`config.mk`:
```
export PLATFORM = sky130hd
export DESIGN_NAME = adc_corr
export DESIGN_NICKNAME = d
export VERILOG_FILES = /design/src/rtl/adc_corr_pkg.sv /design/src/rtl/adc_corr_ctrl.sv /design/src/rtl/adc_corr_dp.sv /design/src/rtl/adc_corr.sv
export SDC_FILE = /design/constraint.sdc
export NUM_CORES = 1
export LEC_CHECK = 0
export CAP_MARGIN = 5
export CORE_UTILIZATION = 65
export CTS_CLUSTER_DIAMETER = 200
export CTS_CLUSTER_SIZE = 28
export DETAILED_ROUTE_END_ITERATION = 8
export MAX_ROUTING_LAYER = met4
export PLACE_DENSITY = 0.84
export SYNTH_ARGS = -nofsm -noshare
export SYNTH_HDL_FRONTEND = slang
export SYNTH_SLANG_ARGS = --single-unit
```
`constraint.sdc`:
```
create_clock -name clk -period 13.02 [get_ports clk]
set_clock_uncertainty 0.2 [all_clocks]
set_input_delay 2.604 -clock clk [delete_from_list [all_inputs] [get_ports clk]]
set_output_delay 2.604 -clock clk [all_outputs]
set_load 0.005 [all_outputs]
```
`src/rtl/adc_corr_pkg.sv`:
```
package adc_corr_pkg;

  typedef enum logic [1:0] {
    MODE_NORMAL      = 2'd0,
    MODE_LOWPWR      = 2'd1,
    MODE_LOWPWR_PLUS = 2'd2
  } pwr_mode_t;

  localparam int COEF_W    = 16;
  localparam int GAIN_FRAC = 14;
  localparam int KSHIFT_W  = 3;
  localparam logic [COEF_W-1:0] GAIN_RESET = 16'h5555;
  localparam logic [COEF_W-1:0] OFF_RESET  = 16'h0000;

  // strobes from control to datapath
  typedef struct packed {
    logic                       load;
    logic [KSHIFT_W-1:0]        kShift;
    logic signed [COEF_W-1:0]   offset;
    logic [COEF_W-1:0]          gain;
    logic                       unipolar;
    logic                       clearSticky;
  } ctl_strobe_t;

endpackage

```
`src/rtl/adc_corr_ctrl.sv`:
```
module adc_corr_ctrl
  import adc_corr_pkg::*;
#(
  parameter int PGA_W = 4
) (
  input  logic               clk,
  input  logic               rstN,
  input  logic               inValid,
  input  logic               regWrEn,
  input  logic               regAddr,
  input  logic [COEF_W-1:0]  regWrData,
  input  logic [PGA_W-1:0]   pgaCode,
  input  logic [1:0]         pwrMode,
  input  logic               halfRef,
  input  logic               unipolar,
  input  logic               dataRead,
  output ctl_strobe_t        ctl
);

  logic [COEF_W-1:0]   offsetQ;
  logic [COEF_W-1:0]   gainQ;
  logic [KSHIFT_W-1:0] kShift;
  int                  codeInt;

  always_ff @(posedge clk) begin
    if (!rstN) begin
      offsetQ <= OFF_RESET;
      gainQ   <= GAIN_RESET;
    end else if (regWrEn) begin
      if (regAddr) gainQ   <= regWrData;
      else         offsetQ <= regWrData;
    end
  end

  // K expressed as a left shift (log2 K)
  always_comb begin
    codeInt = int'(pgaCode);
    kShift  = 3'd0;
    case (pwr_mode_t'(pwrMode))
      MODE_NORMAL: begin
        if (codeInt == 1 || codeInt == 7) kShift = 3'd1;
        else if (codeInt == 8)            kShift = 3'd2;
        else if (codeInt == 9)            kShift = 3'd3;
      end
      MODE_LOWPWR: begin
        if (codeInt == 7) kShift = halfRef ? 3'd6 : 3'd5;
      end
      MODE_LOWPWR_PLUS: begin
        if (codeInt == 9) kShift = halfRef ? 3'd4 : 3'd3;
      end
      default: kShift = 3'd0;
    endcase
  end

  always_comb begin
    ctl.load        = inValid;
    ctl.kShift      = kShift;
    ctl.offset      = offsetQ;
    ctl.gain        = gainQ;
    ctl.unipolar    = unipolar;
    ctl.clearSticky = dataRead;
  end

  // coefficients only move on a write strobe
  assert_regs_hold_R11: assert property (@(posedge clk) disable iff (!rstN)
    !regWrEn |=> ($stable(offsetQ) && $stable(gainQ)));

endmodule

```
`src/rtl/adc_corr_dp.sv`:
```
module adc_corr_dp
  import adc_corr_pkg::*;
#(
  parameter int DW = 16
) (
  input  logic                 clk,
  input  logic                 rstN,
  input  logic signed [DW-1:0] inData,
  input  ctl_strobe_t          ctl,
  output logic                 outValid,
  output logic [DW-1:0]        outData,
  output logic                 satFlag
);

  localparam int OFF_SHIFT = DW - COEF_W;
  localparam int CW        = DW + 8;
  localparam int PW        = CW + COEF_W + 1;
  localparam int HB        = PW - DW + 1;

  // stage 1: offset removal
  logic signed [CW-1:0] inExt, offExt, offTerm, corr1;
  logic                 v1, uni1;
  logic [COEF_W-1:0]    gain1;

  always_comb begin
    inExt   = CW'(inData);
    offExt  = CW'($signed(ctl.offset));
    offTerm = offExt <<< (int'(ctl.kShift) + OFF_SHIFT);
  end

  always_ff @(posedge clk) begin
    if (!rstN) begin
      v1 <= 1'b0; corr1 <= '0; gain1 <= '0; uni1 <= 1'b0;
    end else begin
      v1 <= ctl.load;
      if (ctl.load) begin
        corr1 <= inExt - offTerm;
        gain1 <= ctl.gain;
        uni1  <= ctl.unipolar;
      end
    end
  end

  // stage 2: gain multiply
  logic signed [PW-1:0] prodFull, prod2;
  logic                 v2, uni2;

  always_comb prodFull = PW'(corr1) * PW'($signed({1'b0, gain1}));

  always_ff @(posedge clk) begin
    if (!rstN) begin
      v2 <= 1'b0; prod2 <= '0; uni2 <= 1'b0;
    end else begin
      v2 <= v1;
      if (v1) begin
        prod2 <= prodFull;
        uni2  <= uni1;
      end
    end
  end

  // stage 3: normalise, clamp, code
  logic signed [PW-1:0] scaled;
  logic [HB-1:0]        hiBits;
  logic                 ovfPos, ovfNeg;
  logic [DW-1:0]        clamped, coded;
  logic                 satQ, uniQ;

  always_comb begin
    scaled = prod2 >>> GAIN_FRAC;
    hiBits = scaled[PW-1:DW-1];
    ovfPos = !scaled[PW-1] && (|hiBits);
    ovfNeg = scaled[PW-1] && !(&hiBits);
    if (ovfPos)      clamped = {1'b0, {(DW-1){1'b1}}};
    else if (ovfNeg) clamped = {1'b1, {(DW-1){1'b0}}};
    else             clamped = scaled[DW-1:0];
    coded = uni2 ? {~clamped[DW-1], clamped[DW-2:0]} : clamped;
  end

  always_ff @(posedge clk) begin
    if (!rstN) begin
      outValid <= 1'b0; outData <= '0; satFlag <= 1'b0;
      satQ <= 1'b0; uniQ <= 1'b0;
    end else begin
      outValid <= v2;
      satQ     <= v2 && (ovfPos || ovfNeg);
      if (v2) begin
        outData <= coded;
        uniQ    <= uni2;
      end
      if (v2 && (ovfPos || ovfNeg)) satFlag <= 1'b1;
      else if (ctl.clearSticky)     satFlag <= 1'b0;
    end
  end

  logic [DW-1:0] bipView;
  always_comb bipView = uniQ ? {~outData[DW-1], outData[DW-2:0]} : outData;

  assert_latency_R10: assert property (@(posedge clk) disable iff (!rstN)
    ctl.load |-> ##3 outValid);

  assert_clamp_R7: assert property (@(posedge clk) disable iff (!rstN)
    satQ |-> (bipView == {1'b0, {(DW-1){1'b1}}} || bipView == {1'b1, {(DW-1){1'b0}}}));

  assert_sticky_hold_R8: assert property (@(posedge clk) disable iff (!rstN)
    (satFlag && !ctl.clearSticky) |=> satFlag);

  assert_sticky_set_R8: assert property (@(posedge clk) disable iff (!rstN)
    satQ |-> satFlag);

endmodule

```
`src/rtl/adc_corr.sv`:
```
module adc_corr
  import adc_corr_pkg::*;
#(
  parameter int DW    = 16,
  parameter int PGA_W = 4
) (
  input  logic                 clk,
  input  logic                 rstN,
  input  logic                 inValid,
  input  logic signed [DW-1:0] inData,
  input  logic                 regWrEn,
  input  logic                 regAddr,
  input  logic [15:0]          regWrData,
  input  logic [PGA_W-1:0]     pgaCode,
  input  logic [1:0]           pwrMode,
  input  logic                 halfRef,
  input  logic                 unipolar,
  input  logic                 dataRead,
  output logic                 outValid,
  output logic [DW-1:0]        outData,
  output logic                 satFlag
);

  ctl_strobe_t ctl;

  adc_corr_ctrl #(.PGA_W(PGA_W)) i_ctrl (
    .clk(clk), .rstN(rstN), .inValid(inValid),
    .regWrEn(regWrEn), .regAddr(regAddr), .regWrData(regWrData),
    .pgaCode(pgaCode), .pwrMode(pwrMode), .halfRef(halfRef),
    .unipolar(unipolar), .dataRead(dataRead), .ctl(ctl)
  );

  adc_corr_dp #(.DW(DW)) i_dp (
    .clk(clk), .rstN(rstN), .inData(inData), .ctl(ctl),
    .outValid(outValid), .outData(outData), .satFlag(satFlag)
  );

endmodule

```
# Yosys cells after proc, flatten, opt, wreduce, memory -nomap -nowiden
# Index checks and enable logic that the tools add are counted.
# word_totals
register_bits,135
# classes
addsub,1
multipliers,1
eq_ne,6
shift,1
n_mux,13
bitwise_logic,2
reduce_logical,13
# ops
cell,count
two-way mux 16 bit,3
multiplier 24 x 17 -> 41 bit,1
<<< shifter 16 x 3 -> 24 bit,1
subtractor 16 x 24 -> 24 bit,1
two-way mux 3 bit,5
equality test 4 bit (second input constant),3
AND reduction 12 bit,1
OR reduction 12 bit,1
one-hot mux 3 bit (3 select lines),1
equality test 4 x 2 -> 1 bit (second input constant),1
two-way mux 2 bit,2
AND reduction 2 bit,2
logical AND 1 bit,3
equality test 2 x 1 -> 1 bit (second input constant),1
equality test 2 bit (second input constant),1
logical NOT 1 bit,2
logical NOT 2 bit,1
logical OR 1 bit,2
two-way mux 1 bit,2
NOT 1 bit,2
nonzero test 2 bit,1

# Depth between registers and ports, before layout
# Gate-level depths: netlist of run 1.
# logic_depth
ltp_word,7
depth_mapped,25
ltp_nobuf,24

# Hierarchy
# Synthesis of run 1 repeated with hierarchy kept, for this count alone.
# unflattened
cells_unflattened,2206
hier_area_um2,19601.3
# modules_own_cells
mod,instances,cells_per_inst,area_each_um2,seq_area_each_um2
adc_corr_dp,1,2046,18283.8,1781.7
adc_corr_ctrl,1,160,1317.5,640.6

# Worst setup path after synthesis of run 1
# No wires, ideal clock.
# synth_path
kind,reg-to-reg
start,reg i_dp.corr1[23]
end,reg i_dp.prod2[36]
setup_ps,122
t_arrival_ps,6383
required_ps,12698
slack_ps,6315
stages_incl_launch_ff,21
synth_period_minus_slack_ps,6705
cell_sequence,dfxtp_1 > clkbuf_1 > nand2_1 > fa_1 > fa_1 > inv_1 > fa_1 > fa_1 > fa_1 > inv_1 > fa_1 > inv_1 > ha_1 > and4_2 > a221o_1 > a31o_1 > a21oi_2 > o21ai_2 > a221o_1 > and4b_1 > a311o_1
# synth_between
elab_chain_cells,1
# synth_lines
element,line,text
"start, declared",adc_corr_dp.sv:21,"logic signed [CW-1:0] inExt, offExt, offTerm, corr1;"
"start signal, assigned",adc_corr_dp.sv:37,corr1 <= inExt - offTerm;
multiplier 24 x 17 -> 41 bit,adc_corr_dp.sv:48,"always_comb prodFull = PW'(corr1) * PW'($signed({1'b0, gain1}));"
"end signal, assigned",adc_corr_dp.sv:56,prod2 <= prodFull;
"end, declared",adc_corr_dp.sv:45,"logic signed [PW-1:0] prodFull, prod2;"
# Every way passes these cells.
# A chain may end at the register's enable or synchronous reset.

# Worst setup path after layout of run 1
# layout_path
start,reg i_dp.gain1[2]
end,reg i_dp.prod2[36]
# layout_between
elab_chain_cells,1
# layout_lines
element,line,text
"start, declared",adc_corr_dp.sv:23,logic [COEF_W-1:0] gain1;
"start signal, assigned",adc_corr_dp.sv:38,gain1 <= ctl.gain;
multiplier 24 x 17 -> 41 bit,adc_corr_dp.sv:48,
# Every way passes these cells.

==> results of run 1 <==
registers in the layout, summed over array words and instances, names as in the netlist:
| signal | cells |
|---|---|
| i_dp.outValid | 1 |
| i_ctrl.offsetQ | 16 |
| i_dp.corr1 | 24 |
| i_dp.satFlag | 1 |
| i_ctrl.gainQ | 16 |
| i_dp.uni2 | 1 |
| i_dp.prod2 | 27 |
| i_dp.gain1 | 16 |
| i_dp.v2 | 1 |
| i_dp.outData | 16 |
| i_dp.v1 | 1 |
| i_dp.uni1 | 1 |
routing by layer:
metal	up-vias	part of all wire	global-route usage
li1	6821	-	-
met1	7694	0.37	0.412
met2	677	0.50	0.585
met3	202	0.075	0.0562
met4	0	0.049	0.163
met5	-	0	-
final cells by class:
class	instances	area [um2]	share of cell area
multi-input cells	1548	15200	0.716
well taps	390	488	0.0229
clock inverters	15	201	0.00947
clock buffers	17	425	0.0200
inverters	466	1750	0.0822
diodes	1	2.50	0.000118
repair buffers	79	743	0.0349
flip-flops and latches	121	2420	0.114
cell families (layout without fill, tap and decap cells):
logic type,after synthesis,in the layout,synth area share
xor gates and xnor gates,47,47,0.0208
buffers and inverters,569,577,0.108
DFF,121,121,0.122
and+or+nand+nor,697,697,0.172
other,0,1,0
muxes,80,80,0.0405
AOI/OAI and AO/OA,226,226,0.0783
adders and majority gates,498,498,0.457
synth_stat cells (all sizes together), types with 14 or more instances:
library cell	instances
inv	466
fa	376
nand2	332
and2	156
ha	122
dfxtp	121
clkbuf	95
mux2i	80
nor2b	55
a21oi	48
nor2	44
a21boi	43
xnor2	34
o21ai	33
nand3	26
a21o	22
nand2b	22
o211ai	21
nor3	14
power by group through the flow:
stage          Clock [mW]  Sequential, mW  Combinational, mW
3_5_place_dp            0           0.497              0.745
3_3_place_gp            0           0.494              0.714
2_1_floorplan           0           0.436              0.566
4_1_cts             0.504           0.490              0.755
6_report            0.503           0.495              0.760
5_1_grt             0.522           0.497              0.852
worst max-delay path: cells and delay by family, from the launching register on:
family          cells  cell delay (ns)
compound gates      6             1.49
fa+ha+maj           7             3.69
buf+inv             3             0.39
flops               1             1.07
simple gates        3             0.82
cells in the final DEF (no fill, tap or decap), types with 8 or more instances in the layout:
cell,Yosys,layout
a21boi_0,43,43
a21o_1,22,22
a21oi_1,47,47
and2_1,156,156
and3_1,9,9
buf_4,0,17
clkbuf_16,0,17
clkdlybuf4s50_1,0,61
dfxtp_1,121,121
fa_1,376,376
ha_1,122,122
inv_1,466,466
mux2i_1,80,80
nand2_1,332,332
nand2b_1,22,22
nand3_1,26,26
nand3b_1,8,8
nand4_1,12,12
nor2_1,43,43
nor2b_1,55,55
nor3_1,14,14
o211ai_1,21,21
o21ai_0,30,30
xnor2_1,34,34
xor2_1,13,13
worst max-delay path by stage:
stage / endpoint / cells after the start
final: i_dp.prod2[36]$_SDFFE_PN0P_ / 19
after floorplan: i_dp.prod2[36]$_SDFFE_PN0P_ / 20
after global placement: i_dp.prod2[36]$_SDFFE_PN0P_ / 19
after CTS: i_dp.prod2[36]$_SDFFE_PN0P_ / 19
after global routing: i_dp.prod2[36]$_SDFFE_PN0P_ / 19
after detailed placement: i_dp.prod2[36]$_SDFFE_PN0P_ / 19
==> flow_metrics.env, run 1 <==
export IMPL_placed_area_um2=20600
export IMPL_p_sw_mw=0.729
export IMPL_post_synth_top_area_cell="fa_1"
export IMPL_clk_pin_slew_ns=0.06
export IMPL_core_area_um2=29800
export IMPL_cts_buffers=17
export IMPL_die_w_um=177
export IMPL_p_leak_nw=10.5
export IMPL_io_buffers=63
export IMPL_r2r_cells=19
export IMPL_antenna_found_initial=0
export IMPL_fp_dieH_um=177
export IMPL_hold_path_depth=2
export IMPL_initial_core_util=0.664
export IMPL_clkPwrFrac=0.286
export IMPL_max_stage_delay_ns=1.07
export IMPL_area_growth_pct=7.48
export IMPL_grt_start_max_net_pins=83
export IMPL_seqPwrFrac=0.282
export IMPL_wl_um=49100
export IMPL_cts_tree="yes"
export IMPL_hold_buffers=0
export IMPL_tightestPinTransition_ns=1.30
export IMPL_first_global_vias=16900
export IMPL_synth_async_reset_ratio=0
export IMPL_whs_ns=0.264
export IMPL_clock_sinks=121
export IMPL_drcViolationCount=0
export IMPL_startpoint="i_dp.gain1[2]$_SDFFE_PN0P_"
export IMPL_synth_cells=2238
export IMPL_rr_endpoint="i_dp.prod2[36]$_SDFFE_PN0P_"
export IMPL_sw_frac_of_total=0.414
export IMPL_grt_pass1_wl_um=82600
export IMPL_status="complete, no violations"
export IMPL_dpl_cell_count=2604
export IMPL_htreeDepth=4
export IMPL_crit_fanout=25
export IMPL_fillers=2205
export IMPL_syn_avg_cell_area_um2=8.84
export IMPL_viasPerCell=5.84
export IMPL_slew_viol_final=0
export IMPL_clock_path_buffers=2
export IMPL_syn_nets=2782
export IMPL_cpMostUsedCell="fa_1"
export IMPL_grt_total_usage=0.349
export IMPL_hp_class="register to register"
export IMPL_ios=64
export IMPL_reg2reg_slack_ns=5.24
export IMPL_grt_setup_unrepaired="false"
export IMPL_instances_no_fill=2637
export IMPL_fin_crit_sh=0.598
export IMPL_cts_repair_resized=0
export IMPL_ys_warn_count=0
export IMPL_synth_area_leaders="fa_1 (38%), dfxtp_1 (12%), inv_1 (8.8%), ha_1 (7.7%), nand2_1 (6.3%)"
export IMPL_internal_power_mw=1.03
export IMPL_die_area_um2=31200
export IMPL_crit_slowest_cell="dfxtp_1"
export IMPL_required_ns=13.12
export IMPL_yosysSeqAreaShare=0.122
export IMPL_ant_nets=0
export IMPL_dr_first_iter_drc_count=1276
export IMPL_total_power_mw=1.76
export IMPL_synthFlopType="dfxtp_1"
export IMPL_finalSetupTns_ns=0
export IMPL_cp_end_kind="register"
export IMPL_worstSetupStartpointType="register"
export IMPL_drv_cap=0
export IMPL_hold_path_end="i_dp.prod2[28]$_SDFFE_PN0P_"
export IMPL_finalHoldViolations=0
export IMPL_ir_drop_mv=0.117
export IMPL_ys_ff_latch=121
export IMPL_cts_root_buf="clkbuf_16"
export IMPL_hp_start="i_dp.prod2[28]$_SDFFE_PN0P_"
export IMPL_relSlewSlack=0.133
export IMPL_cts_setup_buffers=0
export IMPL_clk_latency_ns=0.42
export IMPL_dr_pass1_iters=6
export IMPL_vias=15400
export IMPL_synth_area_um2=19800
export IMPL_final_area_um2=21300
export IMPL_crit_reg2reg_launch="i_dp.gain1[2]$_SDFFE_PN0P_"
export IMPL_dp_hpwl_um=37200
export IMPL_overflow=0
export IMPL_wire_per_inst_um=18.6
export IMPL_core_rowCount=63
export IMPL_p_per_area_nw_per_um2=82.7
export IMPL_period_needed_ns=7.78
export IMPL_place_ws_ns=5.32
export IMPL_final_setup_viol_count=0
export IMPL_path_class="register to register"
export IMPL_yosysTopAreaCellShare=0.380
export IMPL_nets=2777
export IMPL_clock_fmax_ghz=0.128
export IMPL_synth_edf_count=0
export IMPL_place_congestion=0.948
export IMPL_fin_util=0.714
export IMPL_comb_power_share=0.432
export IMPL_drive_above_1_share=0.0267
export IMPL_setup_ws_ns=5.24
export IMPL_arrival_ns=7.89
export IMPL_path_cells="nand2_1 > fa_1 > fa_1 > inv_1 > fa_1 > fa_1 > fa_1 > inv_1 > fa_1 > inv_1 > ha_1 > and4_2 > a221o_1 > a31o_1 > a21oi_2 > o21ai_2 > a221o_1 > and4b_1 > a311o_1"
export IMPL_synth_cell_types=61
No activity file was read; power rests on OpenSTA's default activity.
==> run 2: changes to the inputs <==
Clock period 13.02 ns to 8 ns, I/O delays scaled along.
==> flow_metrics.env, run 2 (synthesis gave the netlist of run 1 again) <==
export IMPL_status="complete, no violations"
export IMPL_clk_latency_ns=0.42
export IMPL_cp_num_cells=20
export IMPL_hold_buffers=0
export IMPL_core_area_um2=29800
export IMPL_dp_hpwl_um=39800
export IMPL_finalSetupTns_ns=0
export IMPL_path_class="register to register"
export IMPL_core_rowCount=63
export IMPL_cpMostUsedCell="fa_1"
export IMPL_grt_start_max_net_pins=77
export IMPL_area_growth_pct=8.31
export IMPL_wl_met2_um=25100
export IMPL_diodes=0
export IMPL_total_power_mw=2.90
export IMPL_required_ns=8.11
export IMPL_initial_core_util=0.664
export IMPL_die_area_um2=31200
export IMPL_hold_path_depth=2
export IMPL_fin_crit_sh=0.918
export IMPL_cp_end_kind="register"
export IMPL_seqPwrFrac=0.271
export IMPL_place_congestion=0.949
export IMPL_reg_top3="i_dp.prod2: 27 flops, i_dp.corr1: 24 flops"
export IMPL_dr_pass1_iters=8
export IMPL_arrival_ns=7.45
export IMPL_grt_total_usage=0.356
export IMPL_first_global_vias=16800
export IMPL_instances_no_fill=2656
export IMPL_r2r_cells=20
export IMPL_wl_um=50300
export IMPL_fin_util=0.719
export IMPL_viasPerCell=5.81
export IMPL_drive_above_1_share=0.0353
export IMPL_clkPwrFrac=0.286
export IMPL_overflow=0
export IMPL_startpoint="i_dp.gain1[6]$_SDFFE_PN0P_"
export IMPL_fp_dieH_um=177
export IMPL_drcViolationCount=0
export IMPL_p_leak_nw=10.6
export IMPL_max_stage_delay_ns=0.96
export IMPL_ant_nets=0
export IMPL_slew_viol_final=0
export IMPL_reg2reg_slack_ns=0.66
export IMPL_rr_endpoint="i_dp.prod2[36]$_SDFFE_PN0P_"
export IMPL_die_w_um=177
export IMPL_cts_root_buf="clkbuf_16"
export IMPL_sw_frac_of_total=0.417
export IMPL_ios=64
export IMPL_final_setup_viol_count=0
export IMPL_comb_power_share=0.442
export IMPL_vias=15400
export IMPL_drt_met1_wl_um=18500
export IMPL_cts_repair_resized=0
export IMPL_hp_class="register to register"
export IMPL_crit_slowest_cell="dfxtp_1"
export IMPL_crit_family="adder cells"
export IMPL_htreeDepth=4
export IMPL_top_layer_used="met4"
export IMPL_tightestPinTransition_ns=1.09
export IMPL_crit_reg2reg_launch="i_dp.gain1[6]$_SDFFE_PN0P_"
export IMPL_cts_tree="yes"
export IMPL_cts_buffers=17
export IMPL_p_per_area_nw_per_um2=135
export IMPL_drv_cap=0
export IMPL_fillers=2173
export IMPL_met3_length_um=3430
export IMPL_wire_per_inst_um=18.9
export IMPL_grt_pass1_wl_um=83100
export IMPL_dpl_cell_count=2624
export IMPL_worstSetupStartpointType="register"
export IMPL_grt_setup_unrepaired="false"
export IMPL_clock_path_buffers=2
export IMPL_ir_drop_mv=0.170
export IMPL_layout_common_cells="inv_1 (466), fa_1 (376), nand2_1 (332)"
export IMPL_cp_endpoint="i_dp.prod2[36]$_SDFFE_PN0P_"
export IMPL_crit_fanout=25
export IMPL_dr_first_iter_drc_count=1258
export IMPL_largest_reg_flops=27
export IMPL_p_sw_mw=1.21
export IMPL_io_buffers=63
export IMPL_antenna_found_initial=0
export IMPL_finalHoldViolations=0
export IMPL_regMostFlops="i_dp.prod2"
export IMPL_path_buf_inv=4
export IMPL_internal_power_mw=1.69
export IMPL_cts_setup_buffers=0
export IMPL_clk_pin_slew_ns=0.06
export IMPL_relSlewSlack=0.272
export IMPL_final_common_cell="inv_1"
export IMPL_clock_sinks=121
export IMPL_path_cells="and2_1 > inv_1 > fa_1 > fa_1 > inv_1 > fa_1 > fa_1 > fa_1 > inv_1 > fa_1 > inv_1 > ha_1 > and4_2 > a221o_1 > a31o_1 > a21oi_2 > o21ai_2 > a221o_1 > and4b_1 > a311o_1"
export IMPL_clock_fmax_ghz=0.136
export IMPL_nets=2797
export IMPL_period_needed_ns=7.34
run 2: changes by cell type in the layout (fill, tap and decap cells not counted):
cell        previous run  this run
inv_6                  6         4
clkinvlp_4             1         0
inv_8                  3         4
clkinv_4               2         4
diode_2                1         0
buf_12                 0         1
buf_4                 17        36
run 2: how the worst min path moves through the flow:
| stage | start | endpoint | slack, ns |
|---|---|---|---|
| finish | i_ctrl.gainQ[15]$_SDFFE_PN0P_ | i_ctrl.gainQ[15]$_SDFFE_PN0P_ | 0.27 |
| global route | i_ctrl.gainQ[14]$_SDFFE_PN1P_ | i_ctrl.gainQ[14]$_SDFFE_PN1P_ | 0.29 |
| CTS | i_ctrl.gainQ[14]$_SDFFE_PN1P_ | i_ctrl.gainQ[14]$_SDFFE_PN1P_ | 0.27 |
| detailed placement | i_ctrl.gainQ[15]$_SDFFE_PN0P_ | i_ctrl.gainQ[15]$_SDFFE_PN0P_ | 0.26 |
| global placement | i_ctrl.gainQ[12]$_SDFFE_PN1P_ | i_ctrl.gainQ[12]$_SDFFE_PN1P_ | 0.25 |
| floorplan | i_dp.prod2[20]$_SDFFE_PN0P_ | i_dp.prod2[20]$_SDFFE_PN0P_ | 0.23 |
run 2: layout make-up:
class / count / area (um2) / area share
Tap cell: 390 / 488 / 0.0228
Clock buffer: 17 / 425 / 0.0198
Inverter: 466 / 1750 / 0.0816
Timing Repair Buffer: 99 / 906 / 0.0423
Multi-Input combinational cell: 1548 / 15200 / 0.711
Sequential cell: 121 / 2420 / 0.113
Clock inverter: 15 / 205 / 0.00957
run 2: per-layer routing:
| layer | track usage | vias up |
|---|---|---|
| met5 | - | - |
| met4 | 0.190 | 0 |
| met3 | 0.0452 | 228 |
| met2 | 0.607 | 732 |
| met1 | 0.409 | 7607 |
| li1 | - | 6854 |
run 2: power by group through the flow:
stage                     Sequential, mW  Clock [mW]  Combinational, mW
final                              0.786       0.830               1.28
after global routing               0.790       0.858               1.43
after CTS                          0.779       0.831               1.27
after detailed placement           0.791           0               1.25
after global placement             0.788           0               1.20
after floorplan                    0.710           0              0.921
run 2: per-stage QoR:
stage | setup slack (ns) | hold slack (ns) | cell area, um2
5_1_grt | 0.342 | 0.292 | 21400
2_1_floorplan | 1.30 | 0.226 | 19800
3_5_place_dp | 0.791 | 0.259 | 20800
4_1_cts | 0.751 | 0.275 | 21400
3_3_place_gp | 0.913 | 0.253 | 20800
6_report | 0.657 | 0.274 | 21400
run 2: tightest hold or removal path: cells and delay by family, from the launching register on:
kind	cells	cell delay, ns
flip-flops	1	0.31
AO/OA/AOI/OAI	1	0.07
AND/OR/NAND/NOR	1	0.05
